--- config.mk ---
export PLATFORM = sky130hd
export DESIGN_NAME = stby_ctrl
export DESIGN_NICKNAME = d
export VERILOG_FILES = /design/src/rtl/stby_ctrl.sv
export SDC_FILE = /design/constraint.sdc
export NUM_CORES = 1
export LEC_CHECK = 0
export ABC_AREA = 1
export BUFFER_PORTS_ARGS = -buffer_cell sky130_fd_sc_hd__buf_2
export CAP_MARGIN = 15
export CORE_UTILIZATION = 53
export DETAILED_ROUTE_END_ITERATION = 7
export PLACE_DENSITY_LB_ADDON = 0.1
export SLEW_MARGIN = 20
export SYNTH_ARGS = -nofsm -noshare
export SYNTH_HDL_FRONTEND = slang
export SYNTH_SLANG_ARGS = --single-unit
--- constraint.sdc ---
create_clock -name clk -period 1.9 [get_ports clk]
set_input_delay 0.38 -clock clk [delete_from_list [all_inputs] [get_ports clk]]
set_output_delay 0.38 -clock clk [all_outputs]
set_load 0.005 [all_outputs]
--- src/rtl/stby_ctrl.sv ---
`timescale 1ns/1ps
module stby_ctrl #(
  parameter int WDT_W = 8,
  parameter int DIV_W = 2,
  parameter int LVL_W = 4
) (
  input  logic             clk,
  input  logic             rst_n,
  input  logic             sleep_req,
  input  logic             stby_en,
  input  logic [WDT_W-1:0] cfg_wdt_start,
  input  logic [DIV_W-1:0] cfg_div_sel,
  input  logic [LVL_W-1:0] imask,
  input  logic             int_block,
  input  logic             nmi,
  input  logic [LVL_W-1:0] irl_lvl,
  input  logic [LVL_W-1:0] gpio_lvl,
  input  logic             rtc_run,
  output logic             core_clk_en,
  output logic             status1,
  output logic             status0,
  output logic [DIV_W-1:0] div_sel,
  output logic             wake_pulse,
  output logic [2:0]       wake_code
);
  localparam int SW = 2 + 2 * LVL_W;
  localparam logic [1:0] S_RUN = 2'd0, S_SLP = 2'd1, S_STB = 2'd2, S_SET = 2'd3;
  localparam logic [2:0] C_NONE = 3'd0, C_NMI = 3'd1, C_IRL = 3'd2, C_GPIO = 3'd3;

  logic [1:0]       st;
  logic [WDT_W-1:0] cnt;
  logic [2:0]       pend;
  logic [SW-1:0]    sy1, sy2;

  logic             nmi_s, rtc_s, mask_ok, irl_hit, gpio_hit, stopped;
  logic [LVL_W-1:0] irl_s, gpio_s;
  logic [2:0]       src;

  assign {nmi_s, rtc_s, irl_s, gpio_s} = sy2;
  assign mask_ok  = (st == S_SLP) ? !int_block : 1'b1;
  assign irl_hit  = rtc_s && (irl_s > imask) && mask_ok;
  assign gpio_hit = rtc_s && (gpio_s > imask) && mask_ok;
  assign src      = nmi_s ? C_NMI : irl_hit ? C_IRL : gpio_hit ? C_GPIO : C_NONE;

  assign stopped     = (st == S_STB) || (st == S_SET);
  assign core_clk_en = !stopped;
  assign status1     = !rst_n;
  assign status0     = !rst_n || stopped;

  always_ff @(posedge clk or negedge rst_n) begin
    if (!rst_n) begin
      st         <= S_RUN;
      cnt        <= '0;
      pend       <= C_NONE;
      div_sel    <= '0;
      wake_pulse <= 1'b0;
      wake_code  <= C_NONE;
      sy1        <= '0;
      sy2        <= '0;
    end else begin
      sy1        <= {nmi, rtc_run, irl_lvl, gpio_lvl};
      sy2        <= sy1;
      wake_pulse <= 1'b0;
      case (st)
        S_RUN: if (sleep_req) begin
          if (stby_en) begin
            st      <= S_STB;
            cnt     <= cfg_wdt_start;
            div_sel <= cfg_div_sel;
          end else begin
            st <= S_SLP;
          end
        end
        S_SLP: if (src != C_NONE) begin
          st         <= S_RUN;
          wake_pulse <= 1'b1;
          wake_code  <= src;
        end
        S_STB: if (src != C_NONE) begin
          st   <= S_SET;
          pend <= src;
        end
        default: if (&cnt) begin
          st         <= S_RUN;
          wake_pulse <= 1'b1;
          wake_code  <= pend;
        end else begin
          cnt <= cnt + 1'b1;
        end
      endcase
    end
  end
endmodule

* After elaboration in Yosys (flattened, before gate mapping)
Index checks and enable logic that the tools add are counted.
** Cells by class
- Add/sub/neg operators :: 1
- Order comparisons :: 2
- Eq/ne operators :: 8
- Multiplexer cells :: 20
- Bitwise operators :: 2
- Reduce and logical (&&, ||, !) cells :: 21
** Operators by type and width (count)
- 8-bit 2-to-1 mux :: 3
- 2-bit 2-to-1 mux :: 8
- 8-bit one-hot mux with 2 select lines :: 1
- 8-bit by 1-bit adder with 8-bit output (second input constant) :: 1
- 4-bit greater-than comparator :: 2
- 4-bit AND reduction :: 2
- 8-bit AND reduction :: 1
- 3-bit 2-to-1 mux :: 2
- 2-bit by 1-bit inequality test with 1-bit output (second input constant) :: 3
- 2-bit one-hot mux with 3 select lines :: 1
- 3-bit one-hot mux with 2 select lines :: 1
- 3-bit AND reduction :: 2
- 2-bit == test (second input constant) :: 2
- 1-bit logical AND :: 4
- 2-bit inequality test (second input constant) :: 2
- 4-bit nonzero test :: 1
- 2-bit OR reduction :: 2
- 1-bit zero test :: 3
- 1-bit 2-to-1 mux :: 3
- 3-bit nonzero test :: 1
- 2-bit by 1-bit == test with 1-bit output (second input constant) :: 1
- 2-bit zero test :: 1
- 1-bit logical OR :: 2
- 1-bit NOT :: 2
- other kinds (3) :: 3
** Storage, ports and cells
- Flip-flop bits (word level) :: 39
- Input port bits :: 29
- Output and inout port bits :: 9
- Logic and storage cells :: 62

* Depth between registers and ports, before layout
Gate-level depths: netlist of the first run.
- Depth in word-level cells :: 9
- Mapped depth :: 14
- Gate-level depth less buffers :: 14

* Least setup slack after synthesis of the first run
Ideal clock, no wire load.
- Kind :: register -> register
- Start :: register st[0]
- End :: register cnt[4]
- Library setup time :: 123 ps
- Data arrival time :: 1461 ps
- Data required time :: 1777 ps
- Slack :: 316 ps
- Cell stages (with the launch flop) :: 9
- Path buffers :: 2
- Period minus slack after synthesis :: 1584 ps
- Path through :: dfrtp_1 > inv_1 > ha_1 > buf_2 > inv_2 > nand2_2 > a211oi_4 > buf_6 > o21ai_1
** On the way
- Word-level cells in the longest chain between the ends :: 4
- Elaborated cells between the ends (all ways) :: 10
- Those cells by class :: eq/ne (5); mux (1); bitwise (1); reduce/logical (3)
** RTL lines
- from (decl) :: RTL line 30 : logic [1:0] st;
- from (signal assigned) :: RTL line 52 : st <= S_RUN;
- from (signal assigned) :: RTL line 67 : st <= S_STB;
- from (signal assigned) :: RTL line 71 : st <= S_SLP;
- 2-bit by 1-bit == test with 1-bit output or 2-bit == test (tied branches) :: RTL line 64 : case (st)
- 2-bit OR reduction (no source line)
- 1-bit NOT (no source line)
- 4-bit AND reduction (no source line)
- to (signal assigned) :: RTL line 68 : cnt <= cfg_wdt_start;
- to (signal assigned) :: RTL line 88 : cnt <= cnt + 1'b1;
- to (decl) :: RTL line 31 : logic [WDT_W-1:0] cnt;
Parallel ways exist; a longest one is shown, timed or not.
A chain may end at the register's enable or synchronous reset.

* Worst setup path in the final report of the first run
- Start :: register st[0]
- End :: register st[0]
** On the way
- Word-level cells in the longest chain between the ends :: 9
- Elaborated cells between the ends (all ways) :: 16
- Those cells by class :: eq/ne (5); mux (5); reduce/logical (6)
** RTL lines
- 2-bit by 1-bit == test with 1-bit output :: RTL line 40, 64
- 1-bit 2-to-1 mux :: RTL line 40 : assign mask_ok = (st == S_SLP) ? !int_block : 1'b1;
- 1-bit logical AND :: RTL line 42 : assign gpio_hit = rtc_s && (gpio_s > imask) && mask_ok;
- 2-bit 2-to-1 mux (3 in a row) :: RTL line 43 : assign src = nmi_s ? C_NMI : irl_hit ? C_IRL : gpio_hit ? C_GPIO : C_NONE;
- 3-bit nonzero test :: RTL line 74, 79
- 2-bit by 1-bit inequality test with 1-bit output (no source line)
- 4-bit AND reduction (no source line)
Parallel ways exist; a longest one is shown, timed or not.

==> impl_table.tex, run 1 <==
\begin{tabular}{lr}
\hline
Metric & Value \\
\hline
\multicolumn{2}{l}{\textbf{Synth}} \\
\quad Library cell with the largest summed area after synthesis & sky130\_fd\_sc\_hd\_\_dfrtp\_1 \\
\quad Mean area per synthesized cell & $\sim$8.8 µm² \\
\quad Cell area after technology mapping & 1837 µm² \\
\quad Top cells by area in the synthesized netlist & sky130\_fd\_sc\_hd\_\_dfrtp\_1 (50\%), sky130\_fd\_sc\_hd\_\_nand2\_1 (12\%), sky130\_fd\_sc\_hd\_\_ha\_1 (8.9\%) \\
\quad Cells after Synth & 208 \\
\quad Top cell type's share of synthesized area & 0.5041 \\
\quad Post-Syn Nets & between 200 and 300 \\
\quad Seq cells post-synth & 37 \\
\quad Synth cell types & 26 \\
\quad Share of the yosys chip area belonging to registers & 0.5041 \\
\quad Number of warnings printed during yosys synthesis & 0 \\
\multicolumn{2}{l}{\textbf{STA}} \\
\quad Final clock skew & around 14 ps \\
\quad Final Critical Period & 1733 ps \\
\quad Final setup violation count & 0 \\
\quad F\_max & 0.5770 GHz \\
\quad Hold Fails Final Rpt & 0 \\
\quad Final setup slack of the worst path & 166.9 ps \\
\quad Tcrit/Tclk final & 0.9121 \\
\quad Slew Limit Fails & 0 \\
\multicolumn{2}{l}{\textbf{Finish}} \\
\quad Net count of the finished layout & between 200 and 300 \\
\quad Final core utilization & 0.6472 \\
\quad Final std cell area, no fill & around 2200 µm² \\
\quad Layout filler cell count & 313 \\
\quad Number of cells in the finished layout apart from fillers & 299 \\
\quad Layout-stage area growth over the synthesis result & 17.57\% \\
\quad ANT cells & 0 \\
\quad Layout cell share with drive strength beyond 1 & 0.2688 \\
\multicolumn{2}{l}{\textbf{Floorplan}} \\
\quad Row Count & 21 \\
\quad Boundary Pins & 38 \\
\quad Vert. Die Dim & roughly 60 µm \\
\quad Die footprint & 3705 µm² \\
\quad Starting density of the core & 0.5504 \\
\quad Core region area & 3337 µm² \\
\quad Chip Width & approximately 60 µm \\
\multicolumn{2}{l}{\textbf{Power and ir drop}} \\
\quad Lkg Pwr & 1.141 nW \\
\quad Final Total Pwr & $\sim$0.0028 W \\
\quad Power density cells & 1310 nW/µm² \\
\quad Worst voltage drop across the vdd grid & 0.0007528 V \\
\multicolumn{2}{l}{\textbf{Global route}} \\
\quad Total GRT Usage & 0.2005 \\
\quad Initial antenna violation count & 0 \\
\quad Vias in the first global route & $\sim$1200 \\
\quad Wire length of the first global-routing pass & 5119 µm \\
\quad Total grt overflow & 0 \\
\quad Maximum number of pins on one net before global-route repair & 20 \\
\multicolumn{2}{l}{\textbf{Placed design}} \\
\quad Placed inst area & 2077 µm² \\
\quad Count of buffers inserted at the top-level ports & 36 \\
\quad Cell count after placement & 290 \\
\quad Placement-stage worst setup slack & 89.86 ps \\
\quad Final weighted congestion in routability-driven placement & 0.7998 \\
\quad DPL Wire Length & 2247 µm \\
\multicolumn{2}{l}{\textbf{Route}} \\
\quad Total routed wirelength & a little over 3000 µm \\
\quad Number of iterations in the first detailed-routing pass & 4 \\
\quad Via count & 1384 \\
\quad Wire per inst & just over 10 µm \\
\quad Routed via count divided by cell count & around 4.6 \\
\quad Initial drt markers & 54 \\
\quad Count of nets left with antenna violations after detail routing & 0 \\
\quad Final routed DRC violation total & 0 \\
\multicolumn{2}{l}{\textbf{Clock tree}} \\
\quad Num Clock Sinks & 37 \\
\quad Clock slew at the register clock pins of the worst setup and hold paths & 130 ps \\
\quad H-tree depth & 2 \\
\quad Clock insertion delay at the later pin of the skew report & between 300 and 400 ps \\
\quad Number of buffers between clock root and the deepest sink & 2 \\
\quad Number of buffers added to fix hold violations after cts & 0 \\
\quad Clock buffer count from CTS & 5 \\
\quad CTS tree & done \\
\quad Library cell used as clock root buffer & sky130\_fd\_sc\_hd\_\_clkbuf\_4 \\
\multicolumn{2}{l}{\textbf{Outcome}} \\
\quad Run status & finished clean \\
\multicolumn{2}{l}{\textbf{Worst setup path}} \\
\quad Startpoint Class & flop \\
\quad Maximum fanout along the worst path & 6 \\
\quad CP endpoint kind & flop \\
\quad Crit Path Class & reg -> reg \\
\quad Required time of the worst setup path & 2150 ps \\
\quad Data arrival time of the critical path & 1980 ps \\
\multicolumn{2}{l}{\textbf{Job}} \\
\quad Max-cap violations & 0 \\
\multicolumn{2}{l}{\textbf{Hold path}} \\
\quad Type of the worst min-delay path & in -> async \\
\hline
\end{tabular}
==> power by group <==
part / total (W) / internal [W] / switching, W / leakage, nW
clock: 0.000442 / 0.000151 / 0.000291 / 0.0318
combinational: 0.00127 / 0.000521 / 0.000750 / 0.664
sequential: 0.00111 / 0.000985 / 0.000129 / 0.446
total: 0.00283 / 0.00166 / 0.00117 / 1.14
==> flip-flops by register name, indices dropped and copies added (netlist names) <==
signal,cells
st,2
cnt,8
pend,2
sy1,10
div_sel,2
wake_code,2
wake_pulse,1
sy2,10
==> per-layer routing <==
layer / GRT usage / vias up / share of wire
met2: 0.2684 / 38 / 0.42
met5: 0 / - / 0
met3: 0.09168 / 4 / 0.052
met1: 0.2836 / 601 / 0.52
met4: 0.07468 / 0 / 0.011
li1: - / 741 / -
==> worst paths after layout <==
path                                        start             endpoint  slack, ps  depth (start not counted)
max in group asynchronous                   rst_n  pend[0]$_DFFE_PN0P_       1650                          2
worst min register to register   sy1[2]$_DFF_PN0_     sy2[2]$_DFF_PN0_        350                          0
worst min-delay path                        rst_n     sy2[2]$_DFF_PN0_         40                          2
worst max register to register  st[0]$_DFFE_PN0P_    st[0]$_DFFE_PN0P_        170                         12
worst max-delay path            st[0]$_DFFE_PN0P_    st[0]$_DFFE_PN0P_        170                         12
min in group clk                              nmi     sy1[9]$_DFF_PN0_        120                          1
==> metrics by stage <==
step	hold WS, ps	TNS (ps)
after detailed placement	334.7	0
after floorplan	84.41	0
after CTS	43.13	0
final	39.76	0
after global placement	333.0	0
after global routing	35.22	-14.98
==> cell usage in the layout, fill, tap and decap left out, types with 2 or more instances in the layout <==
cell,synthesis,routed
sky130_fd_sc_hd__o21ai_2,2,2
sky130_fd_sc_hd__o21ai_0,12,12
sky130_fd_sc_hd__o21ai_1,6,6
sky130_fd_sc_hd__buf_2,1,36
sky130_fd_sc_hd__mux2_2,2,2
sky130_fd_sc_hd__buf_4,1,5
sky130_fd_sc_hd__nor2_2,1,3
sky130_fd_sc_hd__nand2_2,4,4
sky130_fd_sc_hd__xor2_1,4,4
sky130_fd_sc_hd__inv_1,27,27
sky130_fd_sc_hd__dfrtp_1,37,37
sky130_fd_sc_hd__nand3_1,9,8
sky130_fd_sc_hd__nand2_1,58,58
sky130_fd_sc_hd__a21oi_1,3,3
sky130_fd_sc_hd__nor3_2,2,2
sky130_fd_sc_hd__clkbuf_4,0,5
sky130_fd_sc_hd__inv_2,3,3
sky130_fd_sc_hd__nand4_1,3,3
sky130_fd_sc_hd__ha_1,13,12
sky130_fd_sc_hd__nor2_1,13,11
==> final cells by class <==
| type | count | area [µm²] | share of cell area |
|---|---|---|---|
| clock buffer | 5 | 37.54 | 0.01738 |
| clock inverter | 3 | 25.02 | 0.01159 |
| inverter | 30 | 112.6 | 0.05214 |
| multi-input combinational | 137 | 783.3 | 0.3627 |
| sequential | 37 | 925.9 | 0.4287 |
| tap | 46 | 57.56 | 0.02665 |
| timing repair buffer | 41 | 217.7 | 0.1008 |
==> cell usage after synthesis, drive strengths merged <==
master,n
nand2,62
xor2,4
mux2,2
a31oi,1
a21o,1
dfrtp,37
ha,13
nand3,9
nand4,3
conb,1
clkbuf,1
a211oi,1
nor2,14
o21ai,20
a21oi,3
buf,3
xnor2,1
inv,30
nor3,2
==> critical path, cell delays in order, from the launching register on <==
cell and delay (ps):
sky130_fd_sc_hd__dfrtp_1 420, sky130_fd_sc_hd__buf_4 150, sky130_fd_sc_hd__ha_2 210, sky130_fd_sc_hd__nand2_1 70, sky130_fd_sc_hd__nand2_1 60, sky130_fd_sc_hd__nor2_1 130
sky130_fd_sc_hd__nand2_1 130, sky130_fd_sc_hd__nand3_2 140, sky130_fd_sc_hd__nor2_1 50, sky130_fd_sc_hd__nor2_1 80, sky130_fd_sc_hd__nand2_1 80, sky130_fd_sc_hd__nand2_1 80
sky130_fd_sc_hd__nand2_1 50
==> repair_timing <==
item                       in CTS  in global routing
setup buffers                   0                  1
resized for setup               0                  4
setup endpoints to repair       0                  6
==> cell families after synthesis <==
group                    count (synthesis)  share of synthesized area
adder cells (fa/ha/maj)                 13                    0.08856
flip-flops                              37                     0.5041
other                                    1                   0.002042
AO/OA/AOI/OAI                           26                    0.08516
AND/OR/NAND/NOR                         90                     0.2078
multiplexers                             2                    0.01226
buffers and inverters                   34                    0.07629
XOR/XNOR                                 5                    0.02384
No activity file was read; power rests on OpenSTA's default activity.
==> inputs of run 2 (changes only) <==
==> constraint.sdc (replaced) <==
create_clock -name clk -period 2.1 [get_ports clk]
set_input_delay 0.42 -clock clk [delete_from_list [all_inputs] [get_ports clk]]
set_output_delay 0.42 -clock clk [all_outputs]
set_load 0.005 [all_outputs]
==> impl_table.tex, run 2 (synthesized netlist as in run 1, its figures left out) <==
\begin{tabular}{lr}
\hline
Metric & Value \\
\hline
\multicolumn{2}{l}{\textbf{Worst setup path}} \\
\quad CP endpoint kind & primary output \\
\quad Critical path buffer and inverter count & 2 (+1) \\
\quad Maximum fanout along the worst path & 4 (-2) \\
\quad Required time of the worst setup path & 1680 ps (-470 ps) \\
\quad WP depth & 5 (-7) \\
\quad Setup slack of the most critical reg-to-reg path & 330 ps (+160 ps) \\
\quad R2r endpoint & wake\_code[0]\$\_DFFE\_PN0P\_ \\
\quad Worst setup path startpoint & st[0]\$\_DFFE\_PN0P\_ \\
\quad Delay of the slowest critical-path stage & 420 ps (about the same) \\
\quad Cell breakdown of the critical path & inv\_1 -> ha\_1 -> nor2\_1 -> nand2\_1 -> buf\_2 \\
\quad Capturing instance or port of the critical path & status0 \\
\quad Data arrival time of the critical path & 1390 ps (-590 ps) \\
\quad Number of cells on the worst reg-to-reg path & 11 (-1) \\
\quad Cell class contributing the biggest share of worst-path delay & flip-flops \\
\quad Startpoint Class & flop \\
\quad Origin of the critical flop-to-flop path & st[1]\$\_DFFE\_PN0P\_ \\
\quad Slowest library cell on the worst path & sky130\_fd\_sc\_hd\_\_dfrtp\_1 \\
\quad Crit Path Class & reg -> out \\
\multicolumn{2}{l}{\textbf{Floorplan}} \\
\quad Die footprint & 3705 µm² (unchanged) \\
\quad Chip Width & 60.87 µm (unchanged) \\
\quad Starting density of the core & 0.5504 (unchanged) \\
\quad Row Count & 21 (unchanged) \\
\quad Boundary Pins & 38 (unchanged) \\
\quad Vert. Die Dim & 60.87 µm (unchanged) \\
\quad Core region area & 3337 µm² (unchanged) \\
\multicolumn{2}{l}{\textbf{Finish}} \\
\quad Net count of the finished layout & 293 (-0.34\%) \\
\quad Number of cells in the finished layout apart from fillers & 298 (-0.33\%) \\
\quad Commonest cells after routing, fill and taps aside & sky130\_fd\_sc\_hd\_\_nand2\_1 (58), sky130\_fd\_sc\_hd\_\_dfrtp\_1 (37), sky130\_fd\_sc\_hd\_\_buf\_2 (36) \\
\quad Biggest registers after layout & sy1 x10, sy2 x10, cnt x8 \\
\quad ANT cells & 0 (unchanged) \\
\quad Final std cell area, no fill & 2140 µm² (-0.93\%) \\
\quad Layout-stage area growth over the synthesis result & 16.48\% \\
\quad Most common cell after layout, fill and taps aside & sky130\_fd\_sc\_hd\_\_nand2\_1 \\
\quad Layout cell share with drive strength beyond 1 & 0.2500 (-0.01877) \\
\multicolumn{2}{l}{\textbf{Power and ir drop}} \\
\quad Lkg Pwr & 1.135 nW (-0.56\%) \\
\quad Final Total Pwr & 0.002533 W (-10\%) \\
\quad Power density cells & 1184 nW/µm² (-9.6\%) \\
\quad Worst voltage drop across the vdd grid & 0.0007223 V (-4.1\%) \\
\multicolumn{2}{l}{\textbf{Route}} \\
\quad Initial drt markers & 62 (+15\%) \\
\quad Routed via count divided by cell count & 4.691 (+1.4\%) \\
\quad Number of iterations in the first detailed-routing pass & 4 (unchanged) \\
\quad Count of nets left with antenna violations after detail routing & 0 (unchanged) \\
\quad Via count & 1398 (+1.0\%) \\
\quad Wire per inst & 10.17 µm (+0.67\%) \\
\quad Total routed wirelength & 3030 µm (+0.33\%) \\
\quad Final routed DRC violation total & 0 (unchanged) \\
\multicolumn{2}{l}{\textbf{Global route}} \\
\quad Maximum number of pins on one net before global-route repair & 20 (unchanged) \\
\quad Wire length of the first global-routing pass & 5347 µm (+4.5\%) \\
\quad Total grt overflow & 0 (unchanged) \\
\quad Initial antenna violation count & 0 (unchanged) \\
\quad Vias in the first global route & 1245 (+3.8\%) \\
\quad Total GRT Usage & 0.2044 (+0.003890) \\
\multicolumn{2}{l}{\textbf{Placed design}} \\
\quad Cell count after placement & 290 (unchanged) \\
\quad DPL Wire Length & 2305 µm (+2.6\%) \\
\quad Count of buffers inserted at the top-level ports & 36 (unchanged) \\
\quad Final weighted congestion in routability-driven placement & 0.7989 (-0.11\%) \\
\quad Placed inst area & 2077 µm² (unchanged) \\
\multicolumn{2}{l}{\textbf{Clock tree}} \\
\quad Clock buffer count from CTS & 5 (unchanged) \\
\quad Number of buffers added to fix hold violations after cts & 0 (unchanged) \\
\quad H-tree depth & 2 (unchanged) \\
\quad Post-CTS setup buffers & 0 (unchanged) \\
\quad Total of cells resized after clock tree synthesis & 0 (unchanged) \\
\quad Number of buffers between clock root and the deepest sink & 2 (unchanged) \\
\quad Clock slew at the register clock pins of the worst setup and hold paths & 130 ps (about the same) \\
\quad CTS tree & done \\
\quad Clock insertion delay at the later pin of the skew report & 350 ps (about the same) \\
\quad Library cell used as clock root buffer & sky130\_fd\_sc\_hd\_\_clkbuf\_4 \\
\quad Num Clock Sinks & 37 (unchanged) \\
\multicolumn{2}{l}{\textbf{STA}} \\
\quad Tcrit/Tclk final & 0.8605 \\
\quad Final clock skew & 14.68 ps (+0.7912 ps) \\
\quad Accumulated negative setup slack & 0 ps (unchanged) \\
\quad Final Critical Period & approximately 1800 ps \\
\quad Slew Limit Fails & 0 (unchanged) \\
\quad F\_max & 0.5534 GHz \\
\quad Final setup violation count & 0 (unchanged) \\
\quad Post-Route Hold Slack & 93.77 ps (+54.01 ps) \\
\quad Hold Fails Final Rpt & 0 (unchanged) \\
\quad Setup repair after global routing missed its margin & false \\
\multicolumn{2}{l}{\textbf{Outcome}} \\
\quad Run status & finished clean \\
\multicolumn{2}{l}{\textbf{Job}} \\
\quad Max-cap violations & 0 (unchanged) \\
\multicolumn{2}{l}{\textbf{Hold path}} \\
\quad Type of the worst min-delay path & in -> async \\
\hline
\end{tabular}
-- run 2: area by class of cell --
type | count | area [µm²]
well taps | 46 | 57.56
clock inverters | 3 | 25.02
flip-flops and latches | 37 | 925.9
multi-input cells | 137 | 770.7
repair buffers | 40 | 210.2
inverters | 30 | 112.6
fillers | 310 | 1197
clock buffers | 5 | 37.54
-- run 2: how the worst min path moves through the flow --
stage | from | endpoint | cells after the start
after floorplan | rst_n | cnt[0]$_DFFE_PN0P_ | 0
after global placement | sy1[4]$_DFF_PN0_ | sy2[4]$_DFF_PN0_ | 0
after detailed placement | sy1[4]$_DFF_PN0_ | sy2[4]$_DFF_PN0_ | 0
after CTS | rst_n | sy1[5]$_DFF_PN0_ | 2
after global routing | rst_n | sy1[5]$_DFF_PN0_ | 2
final | rst_n | sy2[2]$_DFF_PN0_ | 2
-- run 2: metrics by stage --
stage / utilization / setup slack, ps
6_report: 0.6412 / 292.9
2_1_floorplan: - / 478.8
3_5_place_dp: 0.6224 / 230.5
5_1_grt: 0.6412 / 70.62
4_1_cts: 0.6412 / 268.0
3_3_place_gp: 0.6224 / 278.3
-- run 2: report_power, final --
part           internal [W]  switching, W
combinational      0.000455      0.000675
clock              0.000136      0.000255
sequential         0.000892      0.000120
total               0.00148       0.00105
-- run 2: metal layers --
metal / part of all wire / track usage / vias to the layer above
li1: - / - / 735
met1: 0.51 / 0.2834 / 627
met2: 0.43 / 0.2857 / 32
met3: 0.043 / 0.08529 / 4
met4: 0.013 / 0.07792 / 0
met5: 0 / 0 / -
==> inputs of run 3 (changes only) <==
--- a/config.mk
+++ b/config.mk
@@ -10,7 +10,7 @@
 export CAP_MARGIN = 15
 export CORE_UTILIZATION = 53
 export DETAILED_ROUTE_END_ITERATION = 7
-export PLACE_DENSITY_LB_ADDON = 0.1
+export PLACE_DENSITY = 0.78
 export SLEW_MARGIN = 20
 export SYNTH_ARGS = -nofsm -noshare
 export SYNTH_HDL_FRONTEND = slang
==> impl_table.tex, run 3 (synthesized netlist as in run 1, its figures left out) <==
\begin{tabular}{lr}
\hline
Metric & Value \\
\hline
\multicolumn{2}{l}{\textbf{STA}} \\
\quad Accumulated negative setup slack & 0 ps (unchanged) \\
\quad Final Critical Period & 1810 ps (+2.724 ps) \\
\quad Post-Route Hold Slack & 168.7 ps (+74.91 ps) \\
\quad Slew Limit Fails & 0 (unchanged) \\
\quad Setup repair after global routing missed its margin & false \\
\quad Final setup slack of the worst path & 290.2 ps (-2.724 ps) \\
\quad F\_max & 0.5525 GHz (-0.15\%) \\
\quad Hold Fails Final Rpt & 0 (unchanged) \\
\quad Final setup violation count & 0 (unchanged) \\
\quad Final clock skew & 8.457 ps (-6.223 ps) \\
\quad Tcrit/Tclk final & 0.8618 (+0.001297) \\
\multicolumn{2}{l}{\textbf{Worst setup path}} \\
\quad Required time of the worst setup path & 1680 ps (about the same) \\
\quad Maximum fanout along the worst path & 4 (unchanged) \\
\quad CP endpoint kind & primary output \\
\quad Startpoint Class & flop \\
\quad Crit Path Class & reg -> out \\
\quad Data arrival time of the critical path & 1390 ps (about the same) \\
\multicolumn{2}{l}{\textbf{Finish}} \\
\quad Footprint of the flip-flops and latches & 925.9 µm² (unchanged) \\
\quad Biggest registers after layout & sy1 x10, sy2 x10, cnt x8 \\
\quad Commonest cells after routing, fill and taps aside & sky130\_fd\_sc\_hd\_\_nand2\_1 (58), sky130\_fd\_sc\_hd\_\_dfrtp\_1 (37), sky130\_fd\_sc\_hd\_\_buf\_2 (36) \\
\quad ANT cells & 0 (unchanged) \\
\quad Final std cell area, no fill & 2150 µm² (+0.47\%) \\
\quad Layout filler cell count & 302 (-2.6\%) \\
\quad Most common cell after layout, fill and taps aside & sky130\_fd\_sc\_hd\_\_nand2\_1 \\
\quad Net count of the finished layout & 294 (+0.34\%) \\
\quad Layout-stage area growth over the synthesis result & 17.03\% \\
\quad Multi-input gate area & 770.7 µm² (unchanged) \\
\quad Layout cell share with drive strength beyond 1 & 0.2490 (-0.0009881) \\
\multicolumn{2}{l}{\textbf{Clock tree}} \\
\quad Number of buffers between clock root and the deepest sink & 2 (unchanged) \\
\quad Clock buffer count from CTS & 5 (unchanged) \\
\quad Total of cells resized after clock tree synthesis & 0 (unchanged) \\
\quad Num Clock Sinks & 37 (unchanged) \\
\quad Library cell used as clock root buffer & sky130\_fd\_sc\_hd\_\_clkbuf\_4 \\
\quad H-tree depth & 2 (unchanged) \\
\quad CTS tree & done \\
\quad Post-CTS setup buffers & 0 (unchanged) \\
\quad Number of buffers added to fix hold violations after cts & 1 (+1) \\
\quad Clock insertion delay at the later pin of the skew report & 340 ps (about the same) \\
\quad Clock slew at the register clock pins of the worst setup and hold paths & 120 ps (about the same) \\
\multicolumn{2}{l}{\textbf{Route}} \\
\quad Total routed wirelength & 2882 µm (-4.9\%) \\
\quad Count of nets left with antenna violations after detail routing & 0 (unchanged) \\
\quad Wire per inst & 9.639 µm (-5.2\%) \\
\quad Via count & 1385 (-0.93\%) \\
\quad Number of iterations in the first detailed-routing pass & 4 (unchanged) \\
\quad Initial drt markers & 41 (-34\%) \\
\quad Final routed DRC violation total & 0 (unchanged) \\
\quad Routed via count divided by cell count & 4.632 (-1.3\%) \\
\multicolumn{2}{l}{\textbf{Floorplan}} \\
\quad Die footprint & 3705 µm² (unchanged) \\
\quad Boundary Pins & 38 (unchanged) \\
\quad Row Count & 21 (unchanged) \\
\quad Vert. Die Dim & 60.87 µm (unchanged) \\
\quad Chip Width & 60.87 µm (unchanged) \\
\quad Starting density of the core & 0.5504 (unchanged) \\
\quad Core region area & 3337 µm² (unchanged) \\
\multicolumn{2}{l}{\textbf{Global route}} \\
\quad Wire length of the first global-routing pass & 4988 µm (-6.7\%) \\
\quad Initial antenna violation count & 0 (unchanged) \\
\quad Vias in the first global route & 1175 (-5.6\%) \\
\quad Maximum number of pins on one net before global-route repair & 19 (-5.0\%) \\
\quad Total GRT Usage & 0.1875 (-0.01696) \\
\quad Total grt overflow & 0 (unchanged) \\
\multicolumn{2}{l}{\textbf{Job}} \\
\quad Max-cap violations & 0 (unchanged) \\
\multicolumn{2}{l}{\textbf{Placed design}} \\
\quad Count of buffers inserted at the top-level ports & 36 (unchanged) \\
\quad DPL Wire Length & 2228 µm (-3.4\%) \\
\quad Placed inst area & 2077 µm² (unchanged) \\
\quad Final weighted congestion in routability-driven placement & 0.7969 (-0.25\%) \\
\quad Placement-stage worst setup slack & 237.8 ps (+7.363 ps) \\
\multicolumn{2}{l}{\textbf{Hold path}} \\
\quad Type of the worst min-delay path & in -> reg \\
\multicolumn{2}{l}{\textbf{Power and ir drop}} \\
\quad Lkg Pwr & 1.139 nW (+0.37\%) \\
\quad Final Total Pwr & 0.002525 W (-0.34\%) \\
\quad Power density cells & 1175 nW/µm² (-0.80\%) \\
\quad Worst voltage drop across the vdd grid & 0.0006483 V (-10\%) \\
\multicolumn{2}{l}{\textbf{Outcome}} \\
\quad Run status & finished clean \\
\hline
\end{tabular}
-- run 3: changes by cell type in the layout (fill, tap and decap cells not counted), sizes merged --
| cell | before | now |
|---|---|---|
| dlygate4sd3 | 0 | 1 |
-- run 3: area by class of cell --
cell class | instances | area share
clock buffers | 5 | 0.01746
clock inverters | 3 | 0.01164
inverters | 30 | 0.05239
multi-input cells | 137 | 0.3586
flip-flops and latches | 37 | 0.4307
well taps | 46 | 0.02678
repair buffers | 41 | 0.1024
-- run 3: worst max-delay path, cell delays in order (launching register included) --
cell and delay (ps):
sky130_fd_sc_hd__dfrtp_1 410, sky130_fd_sc_hd__inv_1 80, sky130_fd_sc_hd__ha_1 250, sky130_fd_sc_hd__nor2_1 130, sky130_fd_sc_hd__nand2_1 60, sky130_fd_sc_hd__buf_2 120
-- run 3: path summary, 6_finish.rpt --
kind | from | to | slack, ps | depth (start not counted)
min reg2reg | sy1[0]$_DFF_PN0_ | sy2[0]$_DFF_PN0_ | 360 | 0
min in group asynchronous | rst_n | sy1[1]$_DFF_PN0_ | 410 | 2
max in group asynchronous | rst_n | cnt[4]$_DFFE_PN0P_ | 1240 | 3
min | irl_lvl[3] | sy1[7]$_DFF_PN0_ | 170 | 1
max reg2reg | st[0]$_DFFE_PN0P_ | cnt[1]$_DFFE_PN0P_ | 320 | 7
max | st[0]$_DFFE_PN0P_ | status0 | 290 | 5
-- run 3: per-stage QoR --
step,instances,utilization
6_report,299,0.6442
3_3_place_gp,290,0.6224
5_1_grt,299,0.6442
3_5_place_dp,290,0.6224
4_1_cts,299,0.6442
2_1_floorplan,208,-
-- run 3: layer usage --
layer / wire length [µm] / global-route usage / share of wire / up-vias
met5: 0 / 0 / 0 / -
met4: 14 / 0.06818 / 0.0049 / 0
met3: 117 / 0.05757 / 0.041 / 3
met2: 1251 / 0.2716 / 0.43 / 28
met1: 1498 / 0.2670 / 0.52 / 616
li1: - / - / - / 738
-- run 3: report_power, final --
group / internal, W / switching (W) / total [W] / leakage (nW)
sequential: 0.000892 / 0.000122 / 0.00101 / 0.446
combinational: 0.000457 / 0.000659 / 0.00112 / 0.661
clock: 0.000136 / 0.000259 / 0.000396 / 0.0318
total: 0.00149 / 0.00104 / 0.00252 / 1.14
